**config.mk**
```make
export PLATFORM = sky130hd
export DESIGN_NAME = wdog_key_ctrl
export DESIGN_NICKNAME = d
export VERILOG_FILES = /design/src/rtl/wdog_pkg.sv /design/src/rtl/wdog_key_decode.sv /design/src/rtl/wdog_counter.sv /design/src/rtl/wdog_fsm.sv /design/src/rtl/wdog_key_ctrl.sv
export SDC_FILE = /design/constraint.sdc
export NUM_CORES = 1
export LEC_CHECK = 0
export ABC_AREA = 1
export CORE_UTILIZATION = 40
export CTS_CLUSTER_SIZE = 25
export DETAILED_ROUTE_END_ITERATION = 16
export PLACE_DENSITY = 0.7
export REMOVE_ABC_BUFFERS = 1
export SLEW_MARGIN = 30
export SYNTH_ARGS = -nofsm -noshare
export SYNTH_HDL_FRONTEND = slang
export SYNTH_HIERARCHICAL = 1
export SYNTH_SLANG_ARGS = --single-unit
```
**constraint.sdc**
```tcl
create_clock -name clk_i -period 1.8 [get_ports clk_i]
set_input_delay 0.18 -clock clk_i [delete_from_list [all_inputs] [get_ports clk_i]]
set_output_delay 0.18 -clock clk_i [all_outputs]
set_load 0.01 [all_outputs]
```
**src/rtl/wdog_pkg.sv**
```systemverilog
package wdog_pkg;
  typedef enum logic [1:0] {
    WD_IDLE = 2'd0,
    WD_PRE  = 2'd1,
    WD_ACT  = 2'd2,
    WD_SVC  = 2'd3
  } wd_state_e;

  localparam int unsigned WD_DATA_W  = 32;
  localparam int unsigned WD_KEY_W   = 16;
  localparam int unsigned WD_KEY_LSB = 16;
  localparam int unsigned WD_EN_BIT  = 14;
  localparam logic [15:0] WD_KEY_ARM = 16'hA5C6;
  localparam logic [15:0] WD_KEY_RUN = 16'hDA7E;
  localparam logic [1:0]  WD_MODE_WDOG = 2'b10;
endpackage

```
**src/rtl/wdog_key_decode.sv**
```systemverilog
module wdog_key_decode #(
  parameter int unsigned DATA_W  = 32,
  parameter int unsigned KEY_W   = 16,
  parameter int unsigned KEY_LSB = 16,
  parameter int unsigned EN_BIT  = 14,
  parameter logic [KEY_W-1:0] KEY_ARM = 16'hA5C6,
  parameter logic [KEY_W-1:0] KEY_RUN = 16'hDA7E
) (
  input  logic [DATA_W-1:0] wr_data_i,
  output logic              key_arm_o,
  output logic              key_run_o,
  output logic              key_bad_o,
  output logic              en_bit_o
);
  logic [KEY_W-1:0] key;

  assign key       = wr_data_i[KEY_LSB +: KEY_W];
  assign key_arm_o = (key == KEY_ARM);
  assign key_run_o = (key == KEY_RUN);
  assign key_bad_o = ~(key_arm_o | key_run_o);
  assign en_bit_o  = wr_data_i[EN_BIT];
endmodule

```
**src/rtl/wdog_counter.sv**
```systemverilog
module wdog_counter #(
  parameter int unsigned CNT_W = 64
) (
  input  logic             clk_i,
  input  logic             rst_ni,
  input  logic             run_i,
  input  logic             clr_i,
  input  logic [CNT_W-1:0] period_i,
  output logic [CNT_W-1:0] cnt_o,
  output logic             over_o
);
  logic [CNT_W-1:0] cnt_q;

  always_ff @(posedge clk_i or negedge rst_ni) begin
    if (!rst_ni)    cnt_q <= '0;
    else if (clr_i) cnt_q <= '0;
    else if (run_i) cnt_q <= cnt_q + CNT_W'(1);
  end

  assign cnt_o  = cnt_q;
  assign over_o = (cnt_q >= period_i);
endmodule

```
**src/rtl/wdog_fsm.sv**
```systemverilog
module wdog_fsm
  import wdog_pkg::*;
(
  input  logic      clk_i,
  input  logic      rst_ni,
  input  logic      step_i,
  input  logic      wr_i,
  input  logic      key_arm_i,
  input  logic      key_run_i,
  input  logic      key_bad_i,
  input  logic      en_bit_i,
  input  logic      over_i,
  output wd_state_e state_o,
  output logic      en_o,
  output logic      active_o,
  output logic      clr_o,
  output logic      rst_req_o
);
  wd_state_e state_q, state_d;
  logic      en_q, req_q, bite;
  logic      wr_ok;

  assign wr_ok    = step_i & wr_i;
  assign active_o = (state_q == WD_ACT) || (state_q == WD_SVC);

  always_comb begin
    state_d = state_q;
    clr_o   = 1'b0;
    if (wr_ok) begin
      unique case (state_q)
        WD_IDLE: if (key_arm_i && (en_q || en_bit_i)) state_d = WD_PRE;
        WD_PRE:  if (key_run_i) begin state_d = WD_ACT; clr_o = 1'b1; end
        WD_ACT:  if (key_arm_i) state_d = WD_SVC;
        WD_SVC:  if (key_run_i) begin state_d = WD_ACT; clr_o = 1'b1; end
        default: state_d = WD_IDLE;
      endcase
    end
  end

  // expiry or runaway key while armed
  assign bite = step_i & active_o & (over_i | (wr_i & key_bad_i));

  always_ff @(posedge clk_i or negedge rst_ni) begin
    if (!rst_ni) begin
      state_q <= WD_IDLE;
      en_q    <= 1'b0;
      req_q   <= 1'b0;
    end else begin
      state_q <= state_d;
      if (wr_ok && en_bit_i) en_q <= 1'b1;
      if (bite) req_q <= 1'b1;
    end
  end

  assign state_o   = state_q;
  assign en_o      = en_q;
  assign rst_req_o = req_q;
endmodule

```
**src/rtl/wdog_key_ctrl.sv**
```systemverilog
module wdog_key_ctrl
  import wdog_pkg::*;
#(
  parameter int unsigned CNT_W  = 64,
  parameter int unsigned DATA_W = WD_DATA_W
) (
  input  logic              clk_i,
  input  logic              rst_ni,
  input  logic              wr_en_i,
  input  logic [DATA_W-1:0] wr_data_i,
  input  logic [1:0]        tim_mode_i,
  input  logic [1:0]        half_run_i,
  input  logic [CNT_W-1:0]  period_i,
  output logic              rst_req_o
);
  wd_state_e        state;
  logic             key_arm, key_run, key_bad, en_bit;
  logic             mode_ok, step, active, clr, cnt_over, en_q, req;
  logic [CNT_W-1:0] cnt;

  assign mode_ok = (tim_mode_i == WD_MODE_WDOG) && (&half_run_i);
  assign step    = mode_ok & ~req;

  wdog_key_decode #(
    .DATA_W (DATA_W),
    .KEY_W  (WD_KEY_W),
    .KEY_LSB(WD_KEY_LSB),
    .EN_BIT (WD_EN_BIT),
    .KEY_ARM(WD_KEY_ARM),
    .KEY_RUN(WD_KEY_RUN)
  ) u_dec (
    .wr_data_i(wr_data_i),
    .key_arm_o(key_arm),
    .key_run_o(key_run),
    .key_bad_o(key_bad),
    .en_bit_o (en_bit)
  );

  wdog_fsm u_fsm (
    .clk_i    (clk_i),
    .rst_ni   (rst_ni),
    .step_i   (step),
    .wr_i     (wr_en_i),
    .key_arm_i(key_arm),
    .key_run_i(key_run),
    .key_bad_i(key_bad),
    .en_bit_i (en_bit),
    .over_i   (cnt_over),
    .state_o  (state),
    .en_o     (en_q),
    .active_o (active),
    .clr_o    (clr),
    .rst_req_o(req)
  );

  wdog_counter #(.CNT_W(CNT_W)) u_cnt (
    .clk_i   (clk_i),
    .rst_ni  (rst_ni),
    .run_i   (step & active),
    .clr_i   (clr),
    .period_i(period_i),
    .cnt_o   (cnt),
    .over_o  (cnt_over)
  );

  assign rst_req_o = req;
endmodule

```
==> impl_results.html, run 1 <==
<table>
<tr><th>Metric</th><th>Value</th></tr>
<tr><th colspan="2">Die</th></tr>
<tr><td>Floorplan die width</td><td>approximately 130 um</td></tr>
<tr><td>Starting utilization of the core area</td><td>0.413</td></tr>
<tr><td>Num ports</td><td>between 100 and 150</td></tr>
<tr><td>Number of cell rows</td><td>45</td></tr>
<tr><td>Die area</td><td>16,400 sq um</td></tr>
<tr><td>Core Region</td><td>15,400 sq um</td></tr>
<tr><td>Die height</td><td>128 um</td></tr>
<tr><th colspan="2">STA</th></tr>
<tr><td>Slew HR</td><td>0.638</td></tr>
<tr><td>RSZ-0062 raised after global routing</td><td>yes</td></tr>
<tr><td>FMAX</td><td>515 MHz</td></tr>
<tr><td>Clock tree skew after final layout</td><td>0.00916 ns</td></tr>
<tr><td>Fin crit share</td><td>1.08</td></tr>
<tr><td>Final worst path period need</td><td>1.94 ns</td></tr>
<tr><td>Number of max-slew violations in the final report</td><td>0</td></tr>
<tr><td>Endpoints failing hold</td><td>0</td></tr>
<tr><td>Pin slew with the least headroom to its limit</td><td>0.543 ns</td></tr>
<tr><td>Least setup slack across all paths after layout</td><td>-0.144 ns</td></tr>
<tr><td>Final setup fails</td><td>48</td></tr>
<tr><td>Final hold slack</td><td>0.366 ns</td></tr>
<tr><td>Total Negative Setup Slacks</td><td>-3.24 ns</td></tr>
<tr><th colspan="2">Routing</th></tr>
<tr><td>Number of optimization iterations in the first detailed-route pass</td><td>8</td></tr>
<tr><td>Count of antenna-violating nets left after detailed routing</td><td>0</td></tr>
<tr><td>Drt total wl</td><td>between 15,000 and 20,000 um</td></tr>
<tr><td>Wire per inst</td><td>13.5 um</td></tr>
<tr><td>Residual DRC</td><td>0</td></tr>
<tr><td>Via count</td><td>6,907</td></tr>
<tr><td>Post-DR vias/cell</td><td>approximately 5.0</td></tr>
<tr><td>Number of design-rule violations left by the first detailed-router iteration</td><td>360</td></tr>
<tr><th colspan="2">CTS</th></tr>
<tr><td>Maximum level of the CTS H-tree</td><td>3</td></tr>
<tr><td>Clock Root Buffer</td><td>sky130_fd_sc_hd__clkbuf_16</td></tr>
<tr><td>Clock edge transition at the registers on the reported setup and hold paths</td><td>~0.05 ns</td></tr>
<tr><td>Total CTS buffers</td><td>9</td></tr>
<tr><td>Maximum count of clock buffers along a single path</td><td>2</td></tr>
<tr><td>Number of sinks handled by clock tree synthesis</td><td>68</td></tr>
<tr><td>TritonCTS clock tree</td><td>done</td></tr>
<tr><td>Insertion delay of the later-clocked pin in the worst-skew pair</td><td>between 0.3 and 0.4 ns</td></tr>
<tr><th colspan="2">Cells and area</th></tr>
<tr><td>Number of diodes added for antenna fixing</td><td>0</td></tr>
<tr><td>Post-layout nets</td><td>between 1,000 and 1,500</td></tr>
<tr><td>Fraction of layout instances using a drive strength above 1</td><td>0.262</td></tr>
<tr><td>Fin util</td><td>0.616</td></tr>
<tr><td>Post-route non-filler standard cell count</td><td>between 1,000 and 1,500</td></tr>
<tr><td>Layout overhead on the synthesized area</td><td>49.1%</td></tr>
<tr><td>Filler Cells Inserted</td><td>1,386</td></tr>
<tr><td>Summed area of non-filler cells in the final layout</td><td>9470 sq um</td></tr>
<tr><th colspan="2">Yosys</th></tr>
<tr><td>Number of enable flip-flop cells after synthesis</td><td>0</td></tr>
<tr><td>Number of flip-flops and latches in the synthesized netlist</td><td>68</td></tr>
<tr><td>Ranking of synthesized cells by instance count</td><td>sky130_fd_sc_hd__nand2_1 (226), sky130_fd_sc_hd__inv_1 (161), sky130_fd_sc_hd__nor2_1 (142)</td></tr>
<tr><td>Most common cell in the synthesized netlist</td><td>sky130_fd_sc_hd__nand2_1</td></tr>
<tr><td>Area share of the largest cell type after synthesis</td><td>0.268</td></tr>
<tr><td>Library cells used by synthesis</td><td>44</td></tr>
<tr><td>Post-synth top area cell</td><td>sky130_fd_sc_hd__dfrtp_1</td></tr>
<tr><td>Gate count of the mapped netlist</td><td>953</td></tr>
<tr><td>Top area cells in the synthesized netlist</td><td>sky130_fd_sc_hd__dfrtp_1 (27%), sky130_fd_sc_hd__nand2_1 (13%), sky130_fd_sc_hd__ha_1 (13%), sky130_fd_sc_hd__inv_1 (9.5%), sky130_fd_sc_hd__nor2_1 (8.4%)</td></tr>
<tr><td>Syn avg cell area</td><td>roughly 6.7 sq um</td></tr>
<tr><td>Register area share after synthesis</td><td>0.268</td></tr>
<tr><td>Share of flip-flops with an asynchronous set or reset after synthesis</td><td>1.00</td></tr>
<tr><td>Yosys warning total</td><td>6</td></tr>
<tr><td>Area of the mapped netlist</td><td>6350 sq um</td></tr>
<tr><td>Primary flip-flop cell chosen by synthesis mapping</td><td>sky130_fd_sc_hd__dfrtp_1</td></tr>
<tr><th colspan="2">Status</th></tr>
<tr><td>Result of the run</td><td>finished with violations</td></tr>
<tr><td>Violated checks</td><td>negative setup slack</td></tr>
<tr><th colspan="2">Setup path</th></tr>
<tr><td>Crit path required time</td><td>2.06 ns</td></tr>
<tr><td>Kind of end point of the critical path</td><td>flip-flop</td></tr>
<tr><td>Depth of the worst register-to-register path</td><td>13</td></tr>
<tr><td>Critical path peak fanout</td><td>4</td></tr>
<tr><td>Worst Setup Start Kind</td><td>primary input</td></tr>
<tr><td>Arrival time worst endpoint</td><td>about 2.2 ns</td></tr>
<tr><td>Category of the most critical setup path</td><td>primary input to flip-flop</td></tr>
<tr><td>Register-to-register path setup slack</td><td>-0.14 ns</td></tr>
<tr><td>Setup crit end</td><td>u_cnt/cnt_o[27]</td></tr>
<tr><td>End of the worst register-to-register path</td><td>u_cnt/cnt_o[27]</td></tr>
<tr><td>First element of the critical path</td><td>wr_data_i[17]</td></tr>
<tr><td>Reg2Reg Launch Point</td><td>u_fsm/rst_req_o</td></tr>
<tr><th colspan="2">Run</th></tr>
<tr><td>Max-cap violations</td><td>0</td></tr>
<tr><th colspan="2">Power and ir drop</th></tr>
<tr><td>Leakage power total</td><td>5.03 nW</td></tr>
<tr><td>Final Total Pwr</td><td>3.83 mW</td></tr>
<tr><td>Pwr Density</td><td>405 nW/um^2</td></tr>
<tr><td>VDD IR-drop max</td><td>approximately 0.00047 V</td></tr>
<tr><th colspan="2">Placed design</th></tr>
<tr><td>Weighted congestion at the end of routability-driven global placement</td><td>0.904</td></tr>
<tr><td>Placement-stage cell area</td><td>8210 sq um</td></tr>
<tr><td>Port buffer count</td><td>88</td></tr>
<tr><td>Setup slack after placement</td><td>-0.635 ns</td></tr>
<tr><td>Post-detailed-placement half-perimeter wirelength</td><td>14,000 um</td></tr>
<tr><td>Number of placed cells counting well taps</td><td>1,341</td></tr>
<tr><th colspan="2">Global routing</th></tr>
<tr><td>Overall track demand over capacity in global routing</td><td>0.228</td></tr>
<tr><td>Initial antenna violation count</td><td>0</td></tr>
<tr><td>Congestion Overflow GR</td><td>0</td></tr>
<tr><td>First-pass GRT wire length</td><td>29,200 um</td></tr>
<tr><td>Maximum number of pins on one net before global-route repair</td><td>45</td></tr>
<tr><td>Number of global-route vias before repair</td><td>6,349</td></tr>
<tr><th colspan="2">Worst hold path</th></tr>
<tr><td>Type of the most critical hold path</td><td>primary input to asynchronous set/reset pin</td></tr>
</table>
[kinds of logic (layout without fill, tap and decap cells)]
| family | count (synthesis) | after routing | share of synthesized area |
|---|---|---|---|
| buffers and inverters | 182 | 403 | 0.111 |
| AO/OA/AOI/OAI | 111 | 111 | 0.0944 |
| AND/OR/NAND/NOR | 527 | 527 | 0.398 |
| adder cells (fa/ha/maj) | 65 | 65 | 0.128 |
| flip-flops | 68 | 68 | 0.268 |
[registers in the layout (all words and copies together), names as in the netlist]
name / cells
u_fsm/state_o: 2
u_fsm/rst_req_o: 1
u_cnt/cnt_o: 64
u_fsm/en_o: 1
[worst max-delay path, cell delays in order]
cell	delay, ns
sky130_fd_sc_hd__clkdlybuf4s50_1	0.45
sky130_fd_sc_hd__nand2_1	0.06
sky130_fd_sc_hd__nor2_2	0.11
sky130_fd_sc_hd__nand2_1	0.07
sky130_fd_sc_hd__nor2_2	0.13
sky130_fd_sc_hd__nand2_2	0.09
sky130_fd_sc_hd__nor2_4	0.15
sky130_fd_sc_hd__nor2_8	0.08
sky130_fd_sc_hd__nor2_4	0.17
sky130_fd_sc_hd__nand2_2	0.08
sky130_fd_sc_hd__nor2_4	0.18
sky130_fd_sc_hd__nand2_4	0.10
sky130_fd_sc_hd__nor2_4	0.12
sky130_fd_sc_hd__o21ai_1	0.08
sky130_fd_sc_hd__a21oi_1	0.15
[routing by layer]
| layer | global-route usage | routed length, um | vias to the layer above |
|---|---|---|---|
| met3 | 0.0422 | 1050 | 35 |
| li1 | - | - | 3485 |
| met4 | 0.0706 | 497 | 0 |
| met2 | 0.394 | 8980 | 203 |
| met1 | 0.286 | 8120 | 3184 |
| met5 | 0 | 0 | - |
[cells in the final DEF (no fill, tap or decap), drive strengths merged, types with 2 or more instances in the layout]
cell type	count
a21o	3
a21oi	66
a31oi	2
and2	2
buf	129
clkbuf	12
clkdlybuf4s50	77
clkinv	2
dfrtp	68
dlygate4sd2	3
dlymetal6s2s	7
ha	65
inv	171
nand2	241
nand3	47
nand4	30
nor2	172
nor3	26
nor3b	4
o21a	6
o21ai	30
o21bai	3
[power breakdown]
part	leakage, nW	total (mW)	internal (mW)	switching (mW)
sequential	0.824	1.56	1.55	0.0111
clock	0.145	1.77	1.13	0.641
combinational	4.07	0.501	0.295	0.207
total	5.03	3.83	2.97	0.859
[worst min-delay path by stage]
stage	endpoint	slack, ns	cells after the start
after CTS	u_fsm/state_o[0]	0.36	2
after detailed placement	u_fsm/rst_req_o	0.19	1
final	u_fsm/rst_req_o	0.37	2
after floorplan	u_cnt/cnt_o[0]	-0.12	0
after global placement	u_fsm/rst_req_o	0.17	1
after global routing	u_fsm/rst_req_o	0.42	2
[timing repair]
item	4_1_cts	5_1_grt
gates cloned	0	0
pin swaps	37	63
hold endpoints to repair	17	0
setup buffers	17	16
gates resized for setup	106	85
setup endpoints to repair	64	65
hold buffers	1	0
[final cells by class]
| type | count | area, sq um | share of cell area |
|---|---|---|---|
| clock buffer | 12 | 256 | 0.0271 |
| clock inverter | 2 | 35.0 | 0.00370 |
| inverter | 172 | 666 | 0.0703 |
| multi-input combinational | 703 | 4530 | 0.478 |
| sequential | 68 | 1710 | 0.180 |
| tap | 211 | 264 | 0.0279 |
| timing repair buffer | 217 | 2010 | 0.212 |
Note: power is estimated with default switching activity, not from simulation.
==> inputs of run 2 (changes only) <==
PLACE_DENSITY = not set   (was 0.7)
PLACE_DENSITY_LB_ADDON = 0.12   (was not set)
==> impl_results.html, run 2 (synthesis results as in run 1) <==
<table>
<tr><th>Metric</th><th>Value</th></tr>
<tr><th colspan="2">Status</th></tr>
<tr><td>Result of the run</td><td>finished with violations (unchanged)</td></tr>
<tr><td>Violated checks</td><td>negative setup slack (unchanged)</td></tr>
<tr><th colspan="2">Die</th></tr>
<tr><td>Die height</td><td>128 um (unchanged)</td></tr>
<tr><td>Number of cell rows</td><td>45 (unchanged)</td></tr>
<tr><td>Starting utilization of the core area</td><td>0.413 (unchanged)</td></tr>
<tr><td>Num ports</td><td>104 (unchanged)</td></tr>
<tr><td>Core Region</td><td>15,400 sq um (unchanged)</td></tr>
<tr><td>Die area</td><td>16,400 sq um (unchanged)</td></tr>
<tr><td>Floorplan die width</td><td>128 um (unchanged)</td></tr>
<tr><th colspan="2">STA</th></tr>
<tr><td>RSZ-0062 raised after global routing</td><td>yes (unchanged)</td></tr>
<tr><td>FMAX</td><td>518 MHz (was 515 MHz)</td></tr>
<tr><td>Final worst path period need</td><td>1.93 ns (was 1.94 ns)</td></tr>
<tr><td>Pin slew with the least headroom to its limit</td><td>0.555 ns (was 0.543 ns)</td></tr>
<tr><td>Clock tree skew after final layout</td><td>0.0102 ns (was 0.00916 ns)</td></tr>
<tr><td>Fin crit share</td><td>1.07 (was 1.08)</td></tr>
<tr><td>Number of max-slew violations in the final report</td><td>0 (unchanged)</td></tr>
<tr><td>Final setup fails</td><td>42 (was 48)</td></tr>
<tr><td>Least setup slack across all paths after layout</td><td>-0.129 ns (was -0.144 ns)</td></tr>
<tr><td>Endpoints failing hold</td><td>0 (unchanged)</td></tr>
<tr><td>Slew HR</td><td>0.629 (was 0.638)</td></tr>
<tr><th colspan="2">CTS</th></tr>
<tr><td>Insertion delay of the later-clocked pin in the worst-skew pair</td><td>0.34 ns (about the same)</td></tr>
<tr><td>Total CTS buffers</td><td>9 (unchanged)</td></tr>
<tr><td>Clock Root Buffer</td><td>sky130_fd_sc_hd__clkbuf_16 (unchanged)</td></tr>
<tr><td>Number of sinks handled by clock tree synthesis</td><td>68 (unchanged)</td></tr>
<tr><td>Maximum count of clock buffers along a single path</td><td>2 (unchanged)</td></tr>
<tr><td>Maximum level of the CTS H-tree</td><td>3 (unchanged)</td></tr>
<tr><td>Clock edge transition at the registers on the reported setup and hold paths</td><td>0.05 ns (about the same)</td></tr>
<tr><td>TritonCTS clock tree</td><td>done (unchanged)</td></tr>
<tr><th colspan="2">Global routing</th></tr>
<tr><td>Congestion Overflow GR</td><td>0 (unchanged)</td></tr>
<tr><td>First-pass GRT wire length</td><td>28,800 um (was 29,200 um)</td></tr>
<tr><td>Overall track demand over capacity in global routing</td><td>0.225 (was 0.228)</td></tr>
<tr><td>Number of global-route vias before repair</td><td>6,061 (was 6,349)</td></tr>
<tr><td>Initial antenna violation count</td><td>0 (unchanged)</td></tr>
<tr><td>Maximum number of pins on one net before global-route repair</td><td>33 (was 45)</td></tr>
<tr><th colspan="2">Setup path</th></tr>
<tr><td>Arrival time worst endpoint</td><td>2.19 ns (was 2.20 ns)</td></tr>
<tr><td>End of the worst register-to-register path</td><td>u_cnt/cnt_o[19] (was u_cnt/cnt_o[27])</td></tr>
<tr><td>Register-to-register path setup slack</td><td>-0.13 ns (was -0.14 ns)</td></tr>
<tr><td>Depth of the worst register-to-register path</td><td>14 (was 13)</td></tr>
<tr><td>Category of the most critical setup path</td><td>flip-flop to flip-flop (was primary input to flip-flop)</td></tr>
<tr><td>Kind of end point of the critical path</td><td>flip-flop (unchanged)</td></tr>
<tr><td>Crit path required time</td><td>2.06 ns (about the same)</td></tr>
<tr><td>Worst Setup Start Kind</td><td>flip-flop (was primary input)</td></tr>
<tr><td>Critical path peak fanout</td><td>6 (was 4)</td></tr>
<tr><td>Reg2Reg Launch Point</td><td>u_fsm/rst_req_o (unchanged)</td></tr>
<tr><th colspan="2">Placed design</th></tr>
<tr><td>Port buffer count</td><td>88 (unchanged)</td></tr>
<tr><td>Post-detailed-placement half-perimeter wirelength</td><td>14,300 um (was 14,000 um)</td></tr>
<tr><td>Weighted congestion at the end of routability-driven global placement</td><td>0.924 (was 0.904)</td></tr>
<tr><td>Placement-stage cell area</td><td>8330 sq um (was 8210 sq um)</td></tr>
<tr><th colspan="2">Routing</th></tr>
<tr><td>Count of antenna-violating nets left after detailed routing</td><td>0 (unchanged)</td></tr>
<tr><td>Via count</td><td>6,577 (was 6,907)</td></tr>
<tr><td>Wire per inst</td><td>12.7 um (was 13.5 um)</td></tr>
<tr><td>Number of optimization iterations in the first detailed-route pass</td><td>5 (was 8)</td></tr>
<tr><td>Drt total wl</td><td>17,600 um (was 18,700 um)</td></tr>
<tr><td>Post-DR vias/cell</td><td>4.75 (was 4.99)</td></tr>
<tr><td>Number of design-rule violations left by the first detailed-router iteration</td><td>330 (was 360)</td></tr>
<tr><td>Residual DRC</td><td>0 (unchanged)</td></tr>
<tr><th colspan="2">Power and ir drop</th></tr>
<tr><td>VDD IR-drop max</td><td>0.000377 V (was 0.000468 V)</td></tr>
<tr><td>Pwr Density</td><td>412 nW/um^2 (was 405 nW/um^2)</td></tr>
<tr><td>Final Total Pwr</td><td>3.79 mW (was 3.83 mW)</td></tr>
<tr><td>Leakage power total</td><td>4.92 nW (was 5.03 nW)</td></tr>
<tr><th colspan="2">Cells and area</th></tr>
<tr><td>Layout overhead on the synthesized area</td><td>45.1% (was 49.1%)</td></tr>
<tr><td>Post-layout nets</td><td>1,339 (unchanged)</td></tr>
<tr><td>Number of flip-flops under the largest register name</td><td>64 (unchanged)</td></tr>
<tr><td>Leading cell type in the layout, fill and taps excluded</td><td>sky130_fd_sc_hd__nand2_1 (unchanged)</td></tr>
<tr><td>Summed area of non-filler cells in the final layout</td><td>9210 sq um (was 9470 sq um)</td></tr>
<tr><td>Most used cells in the layout excluding fill and tap cells</td><td>sky130_fd_sc_hd__nand2_1 (211), sky130_fd_sc_hd__inv_1 (159), sky130_fd_sc_hd__nor2_1 (125), sky130_fd_sc_hd__buf_4 (115), sky130_fd_sc_hd__clkdlybuf4s50_1 (73) (was sky130_fd_sc_hd__nand2_1 (205), sky130_fd_sc_hd__inv_1 (158), sky130_fd_sc_hd__nor2_1 (120), sky130_fd_sc_hd__buf_4 (102), sky130_fd_sc_hd__clkdlybuf4s50_1 (77))</td></tr>
<tr><td>Fraction of layout instances using a drive strength above 1</td><td>0.240 (was 0.262)</td></tr>
<tr><td>Filler Cells Inserted</td><td>1,441 (was 1,386)</td></tr>
<tr><td>Number of diodes added for antenna fixing</td><td>0 (unchanged)</td></tr>
<tr><th colspan="2">Worst hold path</th></tr>
<tr><td>Type of the most critical hold path</td><td>primary input to asynchronous set/reset pin (unchanged)</td></tr>
<tr><th colspan="2">Run</th></tr>
<tr><td>Max-cap violations</td><td>0 (unchanged)</td></tr>
</table>
==> run 2: cell count changes in the layout (fill, tap and decap cells not counted), sizes merged <==
cell and change:
dlymetal6s2s +2, dlygate4sd2 +2, clkinv +1, inv -1, clkdlybuf4s50 -4
==> run 2: worst max path at each step <==
| stage | startpoint | to | slack [ns] |
|---|---|---|---|
| finish | u_fsm/rst_req_o | u_cnt/cnt_o[19] | -0.13 |
| global route | u_fsm/rst_req_o | u_cnt/cnt_o[35] | -0.31 |
| CTS | u_fsm/rst_req_o | u_cnt/cnt_o[21] | -0.11 |
| detailed placement | wr_data_i[19] | u_cnt/cnt_o[38] | -0.61 |
| global placement | wr_data_i[19] | u_cnt/cnt_o[59] | -0.59 |
| floorplan | u_fsm/rst_req_o | u_cnt/cnt_o[38] | -0.41 |
==> run 2: final cells by class <==
type | count | area, sq um | area share
timing repair buffer | 217 | 1940 | 0.210
tap | 211 | 264 | 0.0287
inverter | 172 | 663 | 0.0720
multi-input combinational | 703 | 4350 | 0.472
clock inverter | 2 | 35.0 | 0.00380
clock buffer | 12 | 256 | 0.0279
sequential | 68 | 1700 | 0.185
==> run 2: routing by layer <==
metal / track usage / up-vias / wire [um]
met5: 0 / - / 0
met4: 0.0886 / 0 / 492
met3: 0.0321 / 26 / 715
met2: 0.363 / 149 / 8090
met1: 0.304 / 2924 / 8340
li1: - / 3478 / -
==> run 2: through the flow <==
| step | TNS (ns) | hold slack (ns) | instances | util | setup WS [ns] |
|---|---|---|---|---|---|
| after CTS | -1.73 | 0.239 | 1380 | 0.580 | -0.114 |
| after global routing | -11.11 | 0.263 | 1385 | 0.599 | -0.307 |
| after floorplan | -19.76 | -0.116 | 943 | - | -0.415 |
| after detailed placement | -32.86 | 0.0719 | 1356 | 0.542 | -0.615 |
| after global placement | -32.11 | 0.0725 | 1356 | 0.542 | -0.590 |
| final | -2.82 | 0.248 | 1385 | 0.599 | -0.129 |
==> run 2: critical path: stages (launching register included) <==
cell and delay, ns:
sky130_fd_sc_hd__dfrtp_1 0.39, sky130_fd_sc_hd__inv_2 0.07, sky130_fd_sc_hd__nand3_4 0.07, sky130_fd_sc_hd__buf_4 0.14, sky130_fd_sc_hd__nor3_2 0.09, sky130_fd_sc_hd__buf_4 0.16
sky130_fd_sc_hd__nor2_8 0.06, sky130_fd_sc_hd__nor2_4 0.16, sky130_fd_sc_hd__nand2_2 0.09, sky130_fd_sc_hd__nor2_4 0.18, sky130_fd_sc_hd__nand2_4 0.09, sky130_fd_sc_hd__inv_4 0.08
sky130_fd_sc_hd__buf_4 0.11, sky130_fd_sc_hd__o21ai_1 0.05, sky130_fd_sc_hd__a21oi_1 0.11
==> run 2: timing repair <==
action	4_1_cts	5_1_grt
buffers inserted	10	6
hold endpoints to repair	45	0
setup endpoints to repair	65	65
gates resized for setup	67	68
hold buffers	1	0
pin swaps	39	45
==> run 2: report_power, final <==
| group | switching (mW) | internal (mW) | leakage, nW |
|---|---|---|---|
| clock | 0.642 | 1.13 | 0.145 |
| sequential | 0.0136 | 1.55 | 0.826 |
| combinational | 0.191 | 0.273 | 3.95 |
